## config.mk

```make
export PLATFORM = sky130hd
export DESIGN_NAME = swi_claim_ctrl
export DESIGN_NICKNAME = d
export VERILOG_FILES = /design/src/rtl/swi_pkg.sv /design/src/rtl/swi_reg_decode.sv /design/src/rtl/swi_prio_bank.sv /design/src/rtl/swi_hart_arb.sv /design/src/rtl/swi_claim_ctrl.sv
export SDC_FILE = /design/constraint.sdc
export NUM_CORES = 1
export LEC_CHECK = 0
export BUFFER_PORTS_ARGS = -buffer_cell sky130_fd_sc_hd__buf_2
export CAP_MARGIN = 10
export CORE_MARGIN = 1
export CORE_UTILIZATION = 40
export CTS_CLUSTER_SIZE = 24
export DETAILED_ROUTE_END_ITERATION = 7
export PLACE_DENSITY = 0.65
export SLEW_MARGIN = 30
export SYNTH_ARGS = -nofsm -noshare
export SYNTH_HDL_FRONTEND = slang
export SYNTH_SLANG_ARGS = --single-unit
export TNS_END_PERCENT = 20
```

## constraint.sdc

```tcl
create_clock -name clk -period 5.85 [get_ports clk]
set_clock_uncertainty 0.2 [all_clocks]
set_input_delay 1.17 -clock clk [delete_from_list [all_inputs] [get_ports clk]]
set_output_delay 1.17 -clock clk [all_outputs]
set_load 0.02 [all_outputs]
```

## src/rtl/swi_pkg.sv

```systemverilog
package swi_pkg;

  localparam int unsigned DATA_W = 32;
  localparam int unsigned ID_W   = 5;

  localparam int unsigned OFF_PEND       = 32'h0000_1000;
  localparam int unsigned OFF_EN_BASE    = 32'h0000_2000;
  localparam int unsigned OFF_CLAIM_BASE = 32'h0020_0004;

  typedef enum logic [2:0] {
    RK_NONE,
    RK_PRIO,
    RK_PEND,
    RK_EN,
    RK_CLAIM
  } reg_kind_e;

  typedef struct packed {
    reg_kind_e        kind;
    logic [ID_W-1:0]  idx;
  } reg_sel_t;

endpackage

```

## src/rtl/swi_reg_decode.sv

```systemverilog
module swi_reg_decode
  import swi_pkg::*;
#(
  parameter int unsigned NUM_HARTS = 4,
  parameter int unsigned ADDR_W    = 22
) (
  input  logic [ADDR_W-1:0] addr,
  output reg_sel_t          sel
);

  localparam int unsigned NSRC = NUM_HARTS + 1;
  localparam logic [ADDR_W-1:0] PEND_A = ADDR_W'(OFF_PEND);
  localparam logic [ADDR_W-14:0] EN_HI = {{(ADDR_W-14){1'b0}}, 1'b1};

  logic [9:0] word;
  logic [5:0] en_hart;
  logic [8:0] cl_hart;

  assign word    = addr[11:2];
  assign en_hart = addr[12:7];
  assign cl_hart = addr[20:12];

  always_comb begin
    sel.kind = RK_NONE;
    sel.idx  = '0;
    if (addr[1:0] == 2'b00) begin
      if (addr == PEND_A) begin
        sel.kind = RK_PEND;
      end else if (addr[ADDR_W-1:12] == '0) begin
        if ((word != '0) && (word < 10'(NSRC))) begin
          sel.kind = RK_PRIO;
          sel.idx  = word[ID_W-1:0];
        end
      end else if ((addr[ADDR_W-1:13] == EN_HI) && (addr[6:0] == '0)) begin
        if (en_hart < 6'(NUM_HARTS)) begin
          sel.kind = RK_EN;
          sel.idx  = en_hart[ID_W-1:0];
        end
      end else if ((addr[ADDR_W-1:21] != '0) && (addr[11:0] == 12'h004)) begin
        if ((addr[ADDR_W-1:21] == {{(ADDR_W-22){1'b0}}, 1'b1}) &&
            (cl_hart < 9'(NUM_HARTS))) begin
          sel.kind = RK_CLAIM;
          sel.idx  = cl_hart[ID_W-1:0];
        end
      end
    end
  end

endmodule

```

## src/rtl/swi_prio_bank.sv

```systemverilog
module swi_prio_bank
  import swi_pkg::*;
#(
  parameter int unsigned NSRC   = 5,
  parameter int unsigned PRIO_W = 3
) (
  input  logic                   clk,
  input  logic                   rst_ni,
  input  logic                   we,
  input  logic [ID_W-1:0]        idx,
  input  logic [PRIO_W-1:0]      wdata,
  output logic [NSRC*PRIO_W-1:0] prio_flat,
  output logic [PRIO_W-1:0]      rd_prio
);

  assign prio_flat[PRIO_W-1:0] = '0;

  for (genvar s = 1; s < NSRC; s++) begin : g_src
    logic [PRIO_W-1:0] prio_q;
    logic              ld;

    assign ld = we && (idx == ID_W'(s));

    always_ff @(posedge clk or negedge rst_ni) begin
      if (!rst_ni) begin
        prio_q <= '0;
      end else if (ld) begin
        prio_q <= wdata;
      end
    end

    assign prio_flat[s*PRIO_W +: PRIO_W] = prio_q;
  end

  always_comb begin
    rd_prio = '0;
    for (int s = 0; s < NSRC; s++) begin
      if (idx == ID_W'(s)) rd_prio = prio_flat[s*PRIO_W +: PRIO_W];
    end
  end

endmodule

```

## src/rtl/swi_hart_arb.sv

```systemverilog
module swi_hart_arb
  import swi_pkg::*;
#(
  parameter int unsigned NSRC   = 5,
  parameter int unsigned PRIO_W = 3
) (
  input  logic [NSRC-1:0]        cand,
  input  logic [NSRC*PRIO_W-1:0] prio_flat,
  output logic [ID_W-1:0]        best_id,
  output logic                   hit
);

  logic [PRIO_W-1:0] best_p;

  // Strictly-greater scan upward: ties keep the lower ID, priority 0 never wins.
  always_comb begin
    best_id = '0;
    best_p  = '0;
    for (int s = 1; s < NSRC; s++) begin
      if (cand[s] && (prio_flat[s*PRIO_W +: PRIO_W] > best_p)) begin
        best_p  = prio_flat[s*PRIO_W +: PRIO_W];
        best_id = ID_W'(s);
      end
    end
  end

  assign hit = (best_id != '0);

endmodule

```

## src/rtl/swi_claim_ctrl.sv

```systemverilog
module swi_claim_ctrl
  import swi_pkg::*;
#(
  parameter int unsigned NUM_HARTS = 4,
  parameter int unsigned PRIO_W    = 3,
  parameter int unsigned ADDR_W    = 22
) (
  input  logic                 clk,
  input  logic                 rst_n,
  input  logic                 req_valid,
  input  logic                 req_write,
  input  logic [ADDR_W-1:0]    req_addr,
  input  logic [DATA_W-1:0]    req_wdata,
  output logic                 rsp_valid,
  output logic [DATA_W-1:0]    rsp_rdata,
  output logic [NUM_HARTS-1:0] irq
);

  localparam int unsigned NSRC   = NUM_HARTS + 1;
  localparam int unsigned HART_W = (NUM_HARTS > 1) ? $clog2(NUM_HARTS) : 1;
  localparam logic [NSRC-1:0] ONE_HOT0 = {{(NSRC-1){1'b0}}, 1'b1};

  // reset: asynchronous assert, synchronous release
  logic [1:0] rst_pipe_q;
  logic       rst_ni;

  always_ff @(posedge clk or negedge rst_n) begin
    if (!rst_n) rst_pipe_q <= '0;
    else        rst_pipe_q <= {rst_pipe_q[0], 1'b1};
  end
  assign rst_ni = rst_pipe_q[1];

  // decode
  reg_sel_t sel;
  logic     wr, rd;
  logic [HART_W-1:0] hsel;

  swi_reg_decode #(.NUM_HARTS(NUM_HARTS), .ADDR_W(ADDR_W)) u_dec (
    .addr (req_addr),
    .sel  (sel)
  );

  assign wr   = req_valid &&  req_write;
  assign rd   = req_valid && !req_write;
  assign hsel = sel.idx[HART_W-1:0];

  // priorities
  logic [NSRC*PRIO_W-1:0] prio_flat;
  logic [PRIO_W-1:0]      rd_prio;

  swi_prio_bank #(.NSRC(NSRC), .PRIO_W(PRIO_W)) u_prio (
    .clk       (clk),
    .rst_ni    (rst_ni),
    .we        (wr && (sel.kind == RK_PRIO)),
    .idx       (sel.idx),
    .wdata     (req_wdata[PRIO_W-1:0]),
    .prio_flat (prio_flat),
    .rd_prio   (rd_prio)
  );

  // state
  logic [NSRC-1:0] pend_q, pend_d;
  logic            pend_we;
  logic [NSRC-1:0] en_q    [NUM_HARTS];
  logic [NSRC-1:0] insvc_q [NUM_HARTS];
  logic [NSRC-1:0] insvc_d [NUM_HARTS];
  logic [NUM_HARTS-1:0] en_we, insvc_we;
  logic [NSRC-1:0] busy;

  always_comb begin
    busy = '0;
    for (int h = 0; h < NUM_HARTS; h++) busy = busy | insvc_q[h];
  end

  // per-hart arbitration
  logic [ID_W-1:0] best_id [NUM_HARTS];

  for (genvar h = 0; h < NUM_HARTS; h++) begin : g_hart
    logic [NSRC-1:0] cand;
    assign cand = pend_q & en_q[h] & ~busy;

    swi_hart_arb #(.NSRC(NSRC), .PRIO_W(PRIO_W)) u_arb (
      .cand      (cand),
      .prio_flat (prio_flat),
      .best_id   (best_id[h]),
      .hit       (irq[h])
    );
  end

  // claim / complete
  logic            claim_rd, cmp_wr;
  logic [ID_W-1:0] claim_id;
  logic [NSRC-1:0] claim_mask, cmp_mask, set_mask;

  assign claim_rd = rd && (sel.kind == RK_CLAIM);
  assign cmp_wr   = wr && (sel.kind == RK_CLAIM);
  assign claim_id = claim_rd ? best_id[hsel] : '0;

  always_comb begin
    claim_mask = '0;
    if (claim_id != '0) claim_mask = ONE_HOT0 << claim_id;
    cmp_mask = '0;
    if (cmp_wr && (req_wdata < 32'(NSRC))) cmp_mask = ONE_HOT0 << req_wdata[ID_W-1:0];
    set_mask = '0;
    if (wr && (sel.kind == RK_PEND)) set_mask = {req_wdata[NSRC-1:1], 1'b0};
  end

  // next state
  always_comb begin
    pend_we = (set_mask != '0) || (claim_mask != '0);
    pend_d  = (pend_q | set_mask) & ~claim_mask;
    for (int h = 0; h < NUM_HARTS; h++) begin
      en_we[h]    = wr && (sel.kind == RK_EN) && (hsel == HART_W'(h));
      insvc_we[h] = (claim_rd && (claim_mask != '0) && (hsel == HART_W'(h))) ||
                    (cmp_wr && (hsel == HART_W'(h)));
      insvc_d[h]  = (insvc_q[h] | (claim_rd ? claim_mask : '0)) & ~cmp_mask;
    end
  end

  // registers
  always_ff @(posedge clk or negedge rst_ni) begin
    if (!rst_ni) begin
      pend_q <= '0;
    end else if (pend_we) begin
      pend_q <= pend_d;
    end
  end

  for (genvar h = 0; h < NUM_HARTS; h++) begin : g_hstate
    always_ff @(posedge clk or negedge rst_ni) begin
      if (!rst_ni) begin
        en_q[h] <= '0;
      end else if (en_we[h]) begin
        en_q[h] <= {req_wdata[NSRC-1:1], 1'b0};
      end
    end

    always_ff @(posedge clk or negedge rst_ni) begin
      if (!rst_ni) begin
        insvc_q[h] <= '0;
      end else if (insvc_we[h]) begin
        insvc_q[h] <= insvc_d[h];
      end
    end
  end

  // read path
  logic [DATA_W-1:0] rdata_d;
  logic              rsp_valid_q;
  logic [DATA_W-1:0] rsp_rdata_q;

  always_comb begin
    unique case (sel.kind)
      RK_PEND:  rdata_d = DATA_W'(pend_q);
      RK_PRIO:  rdata_d = DATA_W'(rd_prio);
      RK_EN:    rdata_d = DATA_W'(en_q[hsel]);
      RK_CLAIM: rdata_d = DATA_W'(claim_id);
      default:  rdata_d = '0;
    endcase
  end

  always_ff @(posedge clk or negedge rst_ni) begin
    if (!rst_ni) begin
      rsp_valid_q <= 1'b0;
    end else begin
      rsp_valid_q <= rd;
    end
  end

  always_ff @(posedge clk or negedge rst_ni) begin
    if (!rst_ni) begin
      rsp_rdata_q <= '0;
    end else if (rd) begin
      rsp_rdata_q <= rdata_d;
    end
  end

  assign rsp_valid = rsp_valid_q;
  assign rsp_rdata = rsp_rdata_q;

endmodule

```

# == Word-level counts from Yosys, hierarchy flattened ==
# Index checks and enable logic that the tools add are counted.
# W data, S select, Z words.
# op_classes
magnitude_cmp,18
n_shift,2
eq_ne,14
bitwise,25
reduce_logical,63
n_mux,53
# op_table
op,n
$and A5 B5 Y5,13
$mux W3,21
$mux W5,10
$logic_and A1 B1 Y1,45
$mux W8,5
$or A5 B5 Y5,8
$gt A3 B3 Y1,12
$reduce_bool A5 Y1,7
$lt A32 B3 Y1 const B,1
$eq A22 B13 Y1 const B,1
$bmux W5 S2,2
$pmux W5 S4,1
$mux W2,8
$not A5 Y5,3
$eq A12 B3 Y1 const B,1
$eq A5 B2 Y1 const B,2
$logic_not A10 Y1,1
$lt A10 B3 Y1 const B,1
$reduce_bool A10 Y1,1
$shl A1 B5 Y5 const A,2
$eq A9 B1 Y1 const B,1
$lt A9 B3 Y1 const B,1
$logic_not A7 Y1,1
$mux W7,1
other kinds (16),26
# word_totals
ff_bits,88
output_inout_bits,37
elab_cells,191

# == Logic depth before layout (Yosys ltp) ==
# Gate-level depths: netlist (run 1).
# logic_depth
ltp_word,26
depth_mapped,26
ltp_nobuf,24

# == Hierarchy ==
# A second synthesis (run 1) with hierarchy kept.
# unflattened
hier_cells,520
hier_area_um2,5101.1
# modules_own_cells
module,cells_per_inst,seq_area_each_um2,area_per_inst_um2,n_inst
swi_claim_ctrl,240,1126.1,2630.0,1
swi_hart_arb,47,0.0,382.9,4
swi_prio_bank,54,300.3,659.4,1
swi_reg_decode,38,0.0,280.3,1

# == Least setup slack after synthesis (run 1) ==
# OpenSTA, ideal clock, no wires.
# synth_path
path_type,reg2out
startpoint,register insvc_q[16] (netlist name)
endpoint,output port irq[1]
path_stages_with_launch,24
arrival_ps,4876
required_ps,4480
setup_slack_ps,-396
cell_sequence,dfrtp_1 > nor4_1 > and2_1 > clkbuf_1 > clkbuf_1 > nand3_1 > ha_1 > nor2b_1 > o21a_1 > o2111a_1 > nor2_1 > a21oi_1 > ha_1 > nor2b_1 > o21a_1 > o2111a_1 > mux2_2 > ha_1 > nor2b_1 > o21a_1 > o2111ai_1 > o21ai_0 > or3_1 > buf_4
# synth_between
elab_chain_len,17
elab_cells_between_ends,20
# synth_lines
element,line,rtl
"start, declared",swi_claim_ctrl.sv:65,logic [NSRC-1:0] insvc_q [NUM_HARTS];
"start signal, assigned by index",swi_claim_ctrl.sv:142,insvc_q[h] <= insvc_d[h];
$or A5 B5 Y5 (*) (3 in a row),swi_claim_ctrl.sv:72,for (int h = 0; h < NUM_HARTS; h++) busy = busy | insvc_q[h];
$not A5 Y5 (*),swi_claim_ctrl.sv:80,assign cand = pend_q & en_q[h] & ~busy;
$and A5 B5 Y5 (*),swi_claim_ctrl.sv:80,
$logic_and A1 B1 Y1 (*),swi_hart_arb.sv:20,if (cand[s] && (prio_flat[s*PRIO_W +: PRIO_W] > best_p)) begin
$mux W3,swi_hart_arb.sv:20,
$gt A3 B3 Y1,swi_hart_arb.sv:20,
$logic_and A1 B1 Y1,swi_hart_arb.sv:20,
$mux W3,swi_hart_arb.sv:20,
$gt A3 B3 Y1,swi_hart_arb.sv:20,
$logic_and A1 B1 Y1,swi_hart_arb.sv:20,
$mux W3,swi_hart_arb.sv:20,
$gt A3 B3 Y1,swi_hart_arb.sv:20,
$logic_and A1 B1 Y1,swi_hart_arb.sv:20,
$mux W3 (*),swi_hart_arb.sv:20,
$reduce_bool A5 Y1 (*),swi_hart_arb.sv:27,assign hit = (best_id != '0);
"end, declared",swi_claim_ctrl.sv:16,output logic [NUM_HARTS-1:0] irq
# Mark *: on every way between the ends. The rest lies on a longest branch, timed or not.

# == Final worst setup path (run 1) ==
# layout_path
startpoint,register insvc_q[1] (netlist name)
endpoint,output port irq[3]
# layout_between
elab_chain_len,15
elab_cells_between_ends,18
# layout_lines
element,line
$or A5 B5 Y5 (*),swi_claim_ctrl.sv:72
$not A5 Y5 (*),swi_claim_ctrl.sv:80
$and A5 B5 Y5 (*),swi_claim_ctrl.sv:80
$logic_and A1 B1 Y1 (*),swi_hart_arb.sv:20
$mux W3,swi_hart_arb.sv:20
$gt A3 B3 Y1,swi_hart_arb.sv:20
$logic_and A1 B1 Y1,swi_hart_arb.sv:20
$mux W3,swi_hart_arb.sv:20
$gt A3 B3 Y1,swi_hart_arb.sv:20
$logic_and A1 B1 Y1,swi_hart_arb.sv:20
$mux W3,swi_hart_arb.sv:20
$gt A3 B3 Y1,swi_hart_arb.sv:20
$logic_and A1 B1 Y1,swi_hart_arb.sv:20
$mux W3 (*),swi_hart_arb.sv:20
$reduce_bool A5 Y1 (*),swi_hart_arb.sv:27
# Marked as above.

==> results.ini, run 1 <==
[logic_synthesis]
synth-seq-area-share_pct=29.7
syn_inst=512
ys_ff_latch=56
avgSynthCellArea_um2=9.20
yosys_warnings=0
synth-edff-count=0
ys_top_cells_by_area=dfrtp_1, ha_1, mux2_2
yosysUniqueCellTypes=59
synthArstFlopShare_pct=100
synthesis.area_mm2=0.00471
yosysTopAreaCell=dfrtp_1
yosysTopAreaCellShare_pct=29.7
ys.flop_type=dfrtp_1

[timing]
fin_crit_ps=6280
hold_viol_final=0
rsz0062_at_grt=true
fin_crit_sh_pct=107
drv_slew=0
setup_ws_ps=-426
clock.fmax_mhz=159
setup_viol=4
tightest_slew_ps=760
maxSlewHeadroom_pct=48.9

[clocking]
clk_pin_slew_ps=70
cts_buffer_depth=2
cts_tree=yes
clk_latency_ps=290
cts.sinks=56
clockRootBuffer=clkbuf_16
cts_buffers=5
cts-htree-levels=2
holdBufCountCts=0

[placement]
dp_cells=737
dp_hpwl_mm=11.1
io_buffers=67
place.gp.congestion=0.931

[route]
vias=4483
drc=0
wl_mm=14.4
via_per_inst=5.95
wire_per_inst_um=19.2
ant_nets=0
drtPass1Iterations=5
drt-initial-drc-count=329

[critical_path]
critPathMaxStageDelay_ps=400
critical_path_class=reg -> out
worstPathArrival_ps=4910
worstSetupStartpointType=flop
crit_chain=nor4_2 -> and2_4 -> nand3_1 -> ha_1 -> nor2b_1 -> o21a_1 -> o2111a_2 -> nor2_2 -> a21oi_2 -> ha_1 -> nor2b_1 -> o21a_1 -> o2111a_2 -> mux2_2 -> ha_1 -> nor2b_1 -> o21a_1 -> o2111ai_2 -> o21ai_1 -> or3_1 -> buf_4
cp-end-kind=primary output
worstPathMaxFanout=7
cpMaxStageDelayCell=dfrtp_1
critPathRequiredTime_ps=4480

[layout]
final_common_cell=buf_2
nNetsFinal=703
stdcell_count=753
fillers=1068
layout_common_cells=buf_2, dfrtp_1, buf_4, nand2_1, mux2_2
diodes=0
drive_above_1_share_pct=33.3
syn_to_final_growth_pct=20.4
final_core_util_pct=49.4

[power]
p_leak_nw=2.49
power_density_mw_per_mm2=135
peakVddDrop_uv=133

[die]
rows=39
pin_count=95
coreArea_mm2=0.0115
start_util_pct=41.1
die_w_um=111
die_area_mm2=0.0122
die_height_um=111

[grt]
antenna_found_initial=0
grt_usage_pct=23.3
grt_max_degree=55
grt_pass1_vias=4430
grt.overflow.total=0
grt_first_pass_wirelength_mm=22.7

[status]
violations=negative setup slack
status=finished with violations

[worst_hold_path]
min_path_type=reg -> reg

[flow_run]
maxCapViolations=0

-- critical path, delay by kind of cell (launching register included) --
kind | cells | cell delay, ps
and+or+nand+nor | 8 | 1430
buffers and inverters | 1 | 170
muxes | 1 | 270
adders and majority gates | 3 | 890
DFF | 1 | 400
AOI/OAI and AO/OA | 8 | 1420
-- stage by stage --
step | power, mW | worst slack, ps | hold WS, ps | setup TNS, ps | area (um^2)
final | 0.765 | -426 | 151 | -1650 | 5670
after global routing | 0.787 | -670 | 157 | -4240 | 5670
after CTS | 0.764 | -437 | 152 | -1630 | 5470
after detailed placement | 0.472 | -269 | 135 | -866 | 5300
after global placement | 0.470 | -144 | 137 | -340 | 5300
after floorplan | 0.451 | -121 | 131 | -237 | 4840
-- synthesized netlist by cell type, types with 3 or more instances --
master / number
nor2b_1: 14
o21a_1: 25
buf_4: 35
mux2i_1: 8
o211ai_1: 6
mux4_2: 3
dfrtp_1: 56
clkbuf_1: 9
mux2_2: 33
inv_1: 10
nor2_1: 33
nand3_1: 29
or4_1: 5
ha_1: 36
nor3_1: 13
or3_1: 4
o2111a_1: 12
and2_1: 6
o2111ai_1: 3
a31oi_1: 11
o21ai_0: 20
nand4_1: 3
nand2_1: 37
a21oi_1: 35
nor4_1: 14
and3_1: 6
a41oi_1: 5
-- layout make-up --
type                            instances  area (um^2)  share of cell area [%]
Multi-Input combinational cell        426         3230                    57.0
Sequential cell                        56         1400                    24.7
Timing Repair Buffer                  110          679                    12.0
Tap cell                              143          179                    3.16
Clock buffer                            6          129                    2.27
Inverter                               10         37.5                   0.662
Clock inverter                          2         12.5                   0.221
-- logic make-up (layout without fill, tap and decap cells) --
family	count (synthesis)	in the layout	share of synthesized area [%]
and+or+nand+nor	186	186	21.5
AOI/OAI and AO/OA	129	129	19.5
DFF	56	56	29.7
buffers and inverters	56	128	7.44
muxes	46	46	11.9
adders and majority gates	36	36	9.56
other	2	28	0.159
xor gates and xnor gates	1	1	0.186
-- routing by layer --
metal,up-vias,GRT usage [%],part of all wire (%)
met1,2178,29.8,41
met5,-,0,0
met3,29,4.23,7.2
li1,2077,-,-
met2,199,39.5,49
met4,0,7.38,2.8
-- path summary, 6_finish.rpt --
check | start | endpoint | slack (ps) | depth (start not counted)
setup / recovery | insvc_q[1] | irq[3] | -430 | 21
hold / removal | rst_pipe_q[0] | rst_pipe_q[1] | 150 | 0
setup reg to reg | insvc_q[1] | insvc_q[8] | 20 | 24
hold reg to reg | rst_pipe_q[0] | rst_pipe_q[1] | 150 | 0
max in group asynchronous | rst_pipe_q[1] | pend_q[4] | 4790 | 1
min in group asynchronous | rst_pipe_q[1] | insvc_q[6] | 200 | 1
-- timing repair --
item | CTS | global route
pin swaps | 3 | 14
endpoints found under the setup margin | 4 | 21
resized for setup | 9 | 25
setup buffers | 0 | 9
-- registers in the layout, summed over array words and instances (netlist names) --
register             count
u_prio.g_src.prio_q     12
pend_q                   4
insvc_q                 16
rsp_rdata                5
en_q                    16
rst_pipe_q               2
rsp_valid                1
-- report_power, final --
group          leakage, nW  switching [mW]  internal, mW
Sequential           0.751         0.00130         0.389
Clock               0.0669           0.142         0.159
Combinational         1.67          0.0521        0.0217
Total                 2.49           0.195         0.570
No activity file was read; power rests on OpenSTA's default activity.
==> inputs of run 2 (changes only) <==
--- a/config.mk
+++ b/config.mk
@@ -11,9 +11,12 @@
 export CORE_UTILIZATION = 40
 export CTS_CLUSTER_SIZE = 24
 export DETAILED_ROUTE_END_ITERATION = 7
-export PLACE_DENSITY = 0.65
+export MAX_ROUTING_LAYER = met4
+export PLACE_DENSITY = 0.64
+export RECOVER_POWER = 25
 export SLEW_MARGIN = 30
 export SYNTH_ARGS = -nofsm -noshare
 export SYNTH_HDL_FRONTEND = slang
+export SYNTH_HIERARCHICAL = 1
 export SYNTH_SLANG_ARGS = --single-unit
 export TNS_END_PERCENT = 20
==> run 2 against run 1 <==
  * The run ends with max-capacitance violations, max-slew violations, negative setup slack left
  * Worst hold slack better by 2.2 ps
  * Non-clock buffer count is 7 lower
  * Sequential share of layout area is 2.3 points lower
  * Synthesized cell count is 0.78% higher
  * Largest power group is now the clock network
==> results.ini, run 2 <==
[timing]
setup_ws_ps=-158
hold_viol_final=0
fin_crit_sh_pct=103
clock.fmax_mhz=166
tns_ps=-249
rsz0062_at_grt=true
tightest_slew_ps=2990
setup_viol=3
maxSlewHeadroom_pct=-99.1
drv_slew=56
fin_crit_ps=6010

[layout]
final_common_cell=buf_2
layout_common_cells=buf_2, dfrtp_1, conb_1, a21oi_1, mux2_2
drive_above_1_share_pct=40.5
syn_to_final_growth_pct=25.4
stdcell_count=785
nNetsFinal=706
diodes=0
reg_top3=en_q: 16 flops, insvc_q: 16 flops, u_prio/g_src.prio_q: 12 flops

[critical_path]
r2r-start=insvc_q[1]
reg2reg_depth=21
worstPathArrival_ps=4640
crit_path_end=irq[0]
startpoint=insvc_q[1]
critPathRequiredTime_ps=4480
critPathMaxStageDelay_ps=390
r2r_slack_ps=110
crit_chain=nor4_2 -> buf_4 -> and3_4 -> nand2_2 -> ha_4 -> and3b_2 -> o211ai_4 -> mux2i_2 -> ha_1 -> buf_4 -> a31oi_2 -> o31ai_4 -> mux2_4 -> ha_1 -> nor2b_1 -> o21a_1 -> nor2_2 -> o2111ai_2 -> buf_6
r2r-end=insvc_q[16]
cp-end-kind=primary output
cpMaxStageDelayCell=dfrtp_1
worstSetupStartpointType=flop
worstPathMaxFanout=4
critical_path_class=reg -> out

[route]
wire_per_inst_um=18.2
drc=0
wl_mm=14.3
ant_nets=0
drt-initial-drc-count=229
via_per_inst=5.73
vias=4501
drtPass1Iterations=5

[die]
pin_count=95
coreArea_mm2=0.0122
die_area_mm2=0.0131
start_util_pct=41.6
die_height_um=115
rows=40
die_w_um=115

[grt]
antenna_found_initial=0
use_met2_pct=39.8
grt_max_degree=56
met1_usage_pct=27.6
grt_first_pass_wirelength_mm=22.7
met3_usage_pct=5.03
grt.overflow.total=0
grt_usage_pct=23.5
grt_pass1_vias=4491
top_usage_layer=met2

[power]
peakVddDrop_uv=183
power.share.clock_pct=52.8
power.switching_uw=262
switching_share_pct=25.7
seq_power_share_pct=39.3
combPwrFrac_pct=7.8
intPower_uw=757
p_leak_nw=2.94
power_density_mw_per_mm2=160

[flow_run]
maxCapViolations=1

[worst_hold_path]
min_path_type=reg -> reg

[clocking]
cts_tree=yes
cts.sinks=57
cts_buffer_depth=2
clk_latency_ps=340
cts_buffers=9
holdBufCountCts=0
clk_pin_slew_ps=60
clockRootBuffer=clkbuf_16
cts-htree-levels=3

[logic_synthesis]
yosys_warnings=6
avgSynthCellArea_um2=9.84
synthesis.area_mm2=0.00507
syn_inst=516

[status]
status=finished with violations
violations=max-capacitance violations, max-slew violations, negative setup slack

[placement]
io_buffers=67
dp_hpwl_mm=10.2
place.gp.congestion=0.883
dp_cells=746

[run 2: per-stage QoR]
| stage | area (um^2) | hold WS (ps) | power, mW | setup WS [ps] | util (%) |
|---|---|---|---|---|---|
| finish | 6360 | 153 | 1.02 | -158 | 52.1 |
| detailed placement | 5510 | 143 | 0.487 | 7.64 | 45.1 |
| CTS | 6180 | 156 | 1.02 | -40.7 | 50.6 |
| global route | 6360 | 159 | 1.05 | -354 | 52.1 |
| floorplan | 5190 | 131 | 0.469 | 332 | - |
| global placement | 5510 | 138 | 0.485 | 130 | 45.1 |
[run 2: repair_timing]
action                                  4_1_cts  5_1_grt
pin swaps                                    23       24
resized for setup                            39       34
gates cloned                                  0        0
endpoints found under the setup margin        9       24
buffers inserted                             16        8
[run 2: worst min path at each step]
| stage | start | to | slack, ps | depth (start not counted) |
|---|---|---|---|---|
| final | rst_pipe_q[0] | rst_pipe_q[1] | 150 | 0 |
| after floorplan | rst_pipe_q[0] | rst_pipe_q[1] | 130 | 0 |
| after global routing | rst_pipe_q[0] | rst_pipe_q[1] | 160 | 0 |
| after CTS | rst_pipe_q[0] | rst_pipe_q[1] | 160 | 0 |
| after detailed placement | rst_pipe_q[0] | rst_pipe_q[1] | 140 | 0 |
| after global placement | rst_pipe_q[0] | rst_pipe_q[1] | 140 | 0 |
[run 2: metal layers]
layer,up-vias,wire length [um]
met5,-,0
met4,0,352
met3,31,935
met2,192,6990
met1,2203,6010
li1,2075,-
[run 2: critical path, delay by kind of cell, from the launching register on]
family          cells  cell delay (ps)
mux                 2              600
buf+inv             3              480
simple gates        6             1060
fa+ha+maj           3              840
compound gates      5              930
flops               1              390
[run 2: power by group through the flow]
stage	combinational (mW)	sequential (mW)	clock, mW
global placement	0.0775	0.407	0
global route	0.0885	0.401	0.563
floorplan	0.0518	0.417	0
finish	0.0800	0.401	0.538
detailed placement	0.0792	0.408	0
CTS	0.0794	0.401	0.544
[run 2: cell type report]
class                   instances  area (um^2)
fillers                      1099         5850
multi-input cells             407         3660
flip-flops and latches         57         1430
repair buffers                103          633
clock buffers                   9          225
well taps                     168          210
inverters                      34          128
clock inverters                 7         78.8
